--- src/rtl/ser_status_pkg.sv ---
package ser_status_pkg;
  localparam int REG_W       = 8;
  localparam int NUM_STICKY  = 5;
  localparam int STICKY_LSB  = REG_W - NUM_STICKY;
  localparam int TXE_IDX     = NUM_STICKY - 1;   // tx-empty within sticky vector
  localparam int TEND_BIT    = 2;
  localparam int RMPB_BIT    = 1;
  localparam int TMPB_BIT    = 0;
  localparam logic [REG_W-1:0] INIT_VAL = 8'h84;
endpackage

--- src/rtl/sticky_flag.sv ---
module sticky_flag #(
  parameter logic RST_VAL = 1'b0
) (
  input  logic clk_i,
  input  logic rst_ni,
  input  logic init_i,
  input  logic set_i,
  input  logic clr_now_i,
  input  logic rd_i,
  input  logic wr_i,
  input  logic wbit_i,
  output logic flag_o
);
  logic flag_q, arm_q;
  logic cpu_clr;

  assign cpu_clr = wr_i && !wbit_i && arm_q;

  always_ff @(posedge clk_i or negedge rst_ni) begin
    if (!rst_ni) begin
      flag_q <= RST_VAL;
      arm_q  <= 1'b0;
    end else if (init_i) begin
      flag_q <= RST_VAL;
      arm_q  <= 1'b0;
    end else begin
      if (set_i)                   flag_q <= 1'b1;  // set beats any clear
      else if (clr_now_i || cpu_clr) flag_q <= 1'b0;
      if (wr_i)      arm_q <= 1'b0;
      else if (rd_i) arm_q <= flag_q;
    end
  end

  assign flag_o = flag_q;

  a_r6_set_wins: assert property (@(posedge clk_i) disable iff (!rst_ni)
    (set_i && !init_i) |=> flag_o);
  a_r4_no_cpu_set: assert property (@(posedge clk_i) disable iff (!rst_ni)
    $rose(flag_q) |-> $past(set_i || init_i));
  a_r5_clear_cause: assert property (@(posedge clk_i) disable iff (!rst_ni)
    $fell(flag_q) |-> $past(init_i || clr_now_i || (wr_i && !wbit_i && arm_q)));
  a_r5_disarm: assert property (@(posedge clk_i) disable iff (!rst_ni)
    wr_i |=> !arm_q);
endmodule

--- src/rtl/status_bit.sv ---
module status_bit #(
  parameter logic RST_VAL = 1'b0
) (
  input  logic clk_i,
  input  logic rst_ni,
  input  logic init_i,
  input  logic load_i,
  input  logic d_i,
  output logic q_o
);
  always_ff @(posedge clk_i or negedge rst_ni) begin
    if (!rst_ni)     q_o <= RST_VAL;
    else if (init_i) q_o <= RST_VAL;
    else if (load_i) q_o <= d_i;
  end
endmodule

--- src/rtl/ser_status_reg.sv ---
module ser_status_reg
  import ser_status_pkg::*;
(
  input  logic             clk_i,
  input  logic             rst_ni,
  input  logic             standby_i,
  input  logic             tx_en_i,
  input  logic             cpu_rd_i,
  input  logic             cpu_wr_i,
  input  logic [REG_W-1:0] cpu_wdata_i,
  output logic [REG_W-1:0] rdata_o,
  input  logic             set_tx_empty_i,
  input  logic             set_rx_full_i,
  input  logic             set_overrun_i,
  input  logic             set_frame_err_i,
  input  logic             set_parity_err_i,
  input  logic             tx_end_i,
  input  logic             rx_mpb_i,
  input  logic             agent_tdr_wr_i
);
  logic [NUM_STICKY-1:0] hw_set, set_eff, clr_now, flags;
  logic tend_q, rmpb_q, tmpb_q;
  logic unused_wbits;

  assign hw_set = {set_tx_empty_i, set_rx_full_i, set_overrun_i,
                   set_frame_err_i, set_parity_err_i};
  assign unused_wbits = ^cpu_wdata_i[TEND_BIT:RMPB_BIT];

  for (genvar k = 0; k < NUM_STICKY; k++) begin : g_flag
    localparam logic RV = INIT_VAL[STICKY_LSB + k];
    if (k == TXE_IDX) begin : g_txe
      assign set_eff[k] = hw_set[k] || !tx_en_i;
      assign clr_now[k] = agent_tdr_wr_i;
    end else begin : g_plain
      assign set_eff[k] = hw_set[k];
      assign clr_now[k] = 1'b0;
    end
    sticky_flag #(.RST_VAL(RV)) i_flag (
      .clk_i    (clk_i),
      .rst_ni   (rst_ni),
      .init_i   (standby_i),
      .set_i    (set_eff[k]),
      .clr_now_i(clr_now[k]),
      .rd_i     (cpu_rd_i),
      .wr_i     (cpu_wr_i),
      .wbit_i   (cpu_wdata_i[STICKY_LSB + k]),
      .flag_o   (flags[k])
    );
  end

  status_bit #(.RST_VAL(INIT_VAL[TEND_BIT])) i_tend (
    .clk_i(clk_i), .rst_ni(rst_ni), .init_i(standby_i),
    .load_i(1'b1), .d_i(tx_end_i), .q_o(tend_q));
  status_bit #(.RST_VAL(INIT_VAL[RMPB_BIT])) i_rmpb (
    .clk_i(clk_i), .rst_ni(rst_ni), .init_i(standby_i),
    .load_i(1'b1), .d_i(rx_mpb_i), .q_o(rmpb_q));
  status_bit #(.RST_VAL(INIT_VAL[TMPB_BIT])) i_tmpb (
    .clk_i(clk_i), .rst_ni(rst_ni), .init_i(standby_i),
    .load_i(cpu_wr_i), .d_i(cpu_wdata_i[TMPB_BIT]), .q_o(tmpb_q));

  assign rdata_o = {flags, tend_q, rmpb_q, tmpb_q};

  a_r1_standby: assert property (@(posedge clk_i) disable iff (!rst_ni)
    standby_i |=> (rdata_o == INIT_VAL));
  a_r9_txe_held: assert property (@(posedge clk_i) disable iff (!rst_ni)
    !tx_en_i |=> rdata_o[REG_W-1]);
  a_r7_tend_follow: assert property (@(posedge clk_i) disable iff (!rst_ni)
    !standby_i |=> (rdata_o[TEND_BIT] == $past(tx_end_i)));
  a_r8_tmpb_write: assert property (@(posedge clk_i) disable iff (!rst_ni)
    (cpu_wr_i && !standby_i) |=> (rdata_o[TMPB_BIT] == $past(cpu_wdata_i[TMPB_BIT])));
endmodule

--- config.mk ---
export PLATFORM = sky130hd
export DESIGN_NAME = ser_status_reg
export DESIGN_NICKNAME = d
export VERILOG_FILES = /design/src/rtl/ser_status_pkg.sv /design/src/rtl/sticky_flag.sv /design/src/rtl/status_bit.sv /design/src/rtl/ser_status_reg.sv
export SDC_FILE = /design/constraint.sdc
export NUM_CORES = 1
export LEC_CHECK = 0
export BUFFER_PORTS_ARGS = -buffer_cell sky130_fd_sc_hd__buf_2
export CORE_MARGIN = 1.5
export CORE_UTILIZATION = 25
export DETAILED_ROUTE_END_ITERATION = 8
export SYNTH_ARGS = -nofsm -noshare
export SYNTH_HDL_FRONTEND = slang
export SYNTH_HIERARCHICAL = 1
export SYNTH_SLANG_ARGS = --single-unit
--- constraint.sdc ---
create_clock -name clk_i -period 1 [get_ports clk_i]
set_input_delay 0.15 -clock clk_i [delete_from_list [all_inputs] [get_ports clk_i]]
set_output_delay 0.15 -clock clk_i [all_outputs]
set_load 0.02 [all_outputs]
==> flow_summary.yaml <==
placed_design:
  place_ws_ps: 92.58
  hpwl_um: 898.4
  dpl-instance-area_um2: 777.0
  place_congestion: 0.6588
  dp_cells: 112
  io_buffers: 27
clocking:
  clock_sinks: 13
  root_buffer: "clkbuf_4"
  tritoncts: "done"
  clk_pin_slew_ps: 70
  clk_latency_ps: 260
  cts.path.max_buffers: 2
  cts_made_buffers: 3
  htreeDepth: 1
status:
  status: "finished, violations left"
  violations: "setup timing"
setup_path:
  cp-end-kind: "output port"
  cp_slowest_cell: "dfstp_2"
  crit_family: "flip-flops"
  slowest_delay_ps: 550
  path_cells: "buf_6"
  required_ps: 850
  cp-start-kind: "flip-flop"
  crit_arrival_ps: 920
  critPathKind: "reg -> out"
  crit_path_max_fanout: 2
  cp_num_buf_inv: 1
logic_synthesis:
  yosysTopAreaCell: "dfrtp_1"
  synth_seq_area_share_pct: 54.36
  synthCells: 54
  synth_flop_cell: "dfrtp_1"
  synthArstFlopShare_pct: 100.0
  yosys.area.top_type_share_pct: 45.64
  synth_area_leaders: "dfrtp_1 (46%), mux2i_1 (12%), dfstp_2 (8.7%), a32o_1 (6.6%), nand3b_1 (6.2%)"
  syn_area_um2: 603.1
  synth_edf_count: 0
  netlist-cell-type-count: 14
  synth_seq_cells: 13
  ys_warn_count: 6
  syn_area_per_cell_um2: 11.17
layout:
  postLayoutCoreUtil_pct: 38.46
  layout_common_cells: "buf_2 (22), dfrtp_1 (11), conb_1 (7), mux2i_1 (7), nor2_1 (6)"
  drive_gt1_share_pct: 39.13
  seqCellArea_um2: 327.8
  fillCellCount: 228
  final_nets: 115
  multi_input_area_um2: 252.7
  diodes: 0
  layout_commonest_cell: "buf_2"
  fin_cells: 120
  syn_to_final_growth_pct: 43.78
  stdcell_area_um2: 867.1
global_routing:
  grt_pass1_wl_um: 1883
  antenna_found_initial: 0
  grt_pass1_vias: 441
  grt.total_usage_pct: 9.400
  overflow: 0
  grt_max_degree: 16
pwr:
  p_leak_nw: 0.4517
  p_clk_share_pct: 28.2
  ir_drop_mv: 0.4431
  p_per_area_nw_per_um2: 1245
  switching_share_pct: 24.77
  p_switching_mw: 0.2673
  comb_power_share_pct: 18.8
  p_total_mw: 1.079
  seqPwrFrac_pct: 53.1
  power.internal_mw: 0.8120
drt:
  wl_per_cell_um: 10.72
  vias_per_cell: 4.283
  drt_pass1_iterations: 3
  wl_met2_um: 590
  wl_met3_um: 99
  ant_nets: 0
  drt_iter0_markers: 4
  wl_um: 1286
  num_vias: 514
  drc_errors: 0
  top_layer_used: "met3"
  drt-met1-wl_um: 596
worst_hold_path:
  hp-class: "in -> reg"
sta:
  hold_viol: 0
  finalClockSkew_ps: 3.577
  whs_ps: 101.3
  worst_slack_ps: -69.89
  rsz0062_at_grt: "yes"
  max_freq_ghz: 0.9347
  slew_violations: 0
  fin_crit_ps: 1070
  post-route-period-util_pct: 107.0
  setup-violations-final: 2
  finalSetupTns_ps: -126.2
die:
  fp.dieArea_um2: 2716
  die_h_um: 52.12
  core_area_um2: 2255
  ioPinCount: 30
  die_x_um: 52.12
  rows: 17
  initial_utilization_pct: 26.75
job:
  max_cap_viol_count: 0
-- synthesized netlist by cell type (2+ instances only) --
| cell type | instances |
|---|---|
| dfrtp_1 | 11 |
| mux2i_1 | 7 |
| nor2_1 | 6 |
| inv_1 | 5 |
| nand3b_1 | 5 |
| nor3_1 | 5 |
| a32o_1 | 4 |
| buf_4 | 3 |
| conb_1 | 2 |
| dfstp_2 | 2 |
-- final timing paths --
kind / start / end / slack (ps) / depth (start not counted)
worst max register to register: g_flag[4].i_flag/flag_o / g_flag[4].i_flag/arm_q / 70 / 3
max in group asynchronous: rst_ni / i_tend/q_o / 420 / 2
worst min-delay path: tx_end_i / i_tend/q_o / 100 / 2
worst max-delay path: g_flag[4].i_flag/flag_o / rdata_o[7] / -70 / 1
min in group asynchronous: rst_ni / i_rmpb/q_o / 300 / 2
worst min register to register: i_tmpb/q_o / i_tmpb/q_o / 530 / 2
-- cell families after synthesis --
group	Yosys count	share of synthesized area, %
AND/OR/NAND/NOR	18	16.18
flip-flops	13	54.36
buffers and inverters	8	6.847
multiplexers	7	11.62
AO/OA/AOI/OAI	6	9.752
other	2	1.245
-- layer usage --
metal	track usage, %	vias to the layer above
li1	-	255
met1	11.85	241
met2	14.56	18
met3	3.161	0
met4	3.947	0
met5	0	-
-- state kept, by name, indices dropped and copies added (netlist names) --
| signal | flops |
|---|---|
| i_tend/q_o | 1 |
| i_rmpb/q_o | 1 |
| g_flag.i_flag/flag_o | 5 |
| g_flag.i_flag/arm_q | 5 |
| i_tmpb/q_o | 1 |
-- worst reg2reg max path: stages (launching register included) --
cell and delay, ps:
dfstp_2 550, buf_4 120, mux2i_1 60, nor3_1 130
-- power groups by stage --
| stage | Sequential (mW) | Combinational [mW] | Clock, mW |
|---|---|---|---|
| CTS | 0.572 | 0.185 | 0.315 |
| floorplan | 0.595 | 0.0741 | 0 |
| finish | 0.573 | 0.203 | 0.304 |
| global route | 0.576 | 0.220 | 0.351 |
| detailed placement | 0.581 | 0.174 | 0 |
| global placement | 0.580 | 0.172 | 0 |
-- area by class of cell --
class	instances	share of cell area (%)
Timing Repair Buffer	32	23.81
Clock buffer	4	3.030
Inverter	5	2.165
Multi-Input combinational cell	38	29.15
Sequential cell	13	37.81
Tap cell	28	4.040
-- what timing repair did --
item	in CTS	in global routing
setup endpoints to repair	2	6
hold buffers	1	0
hold endpoints to repair	11	0
setup buffers	1	2
resized for setup	4	6
Note: power is estimated with default switching activity, not from simulation.
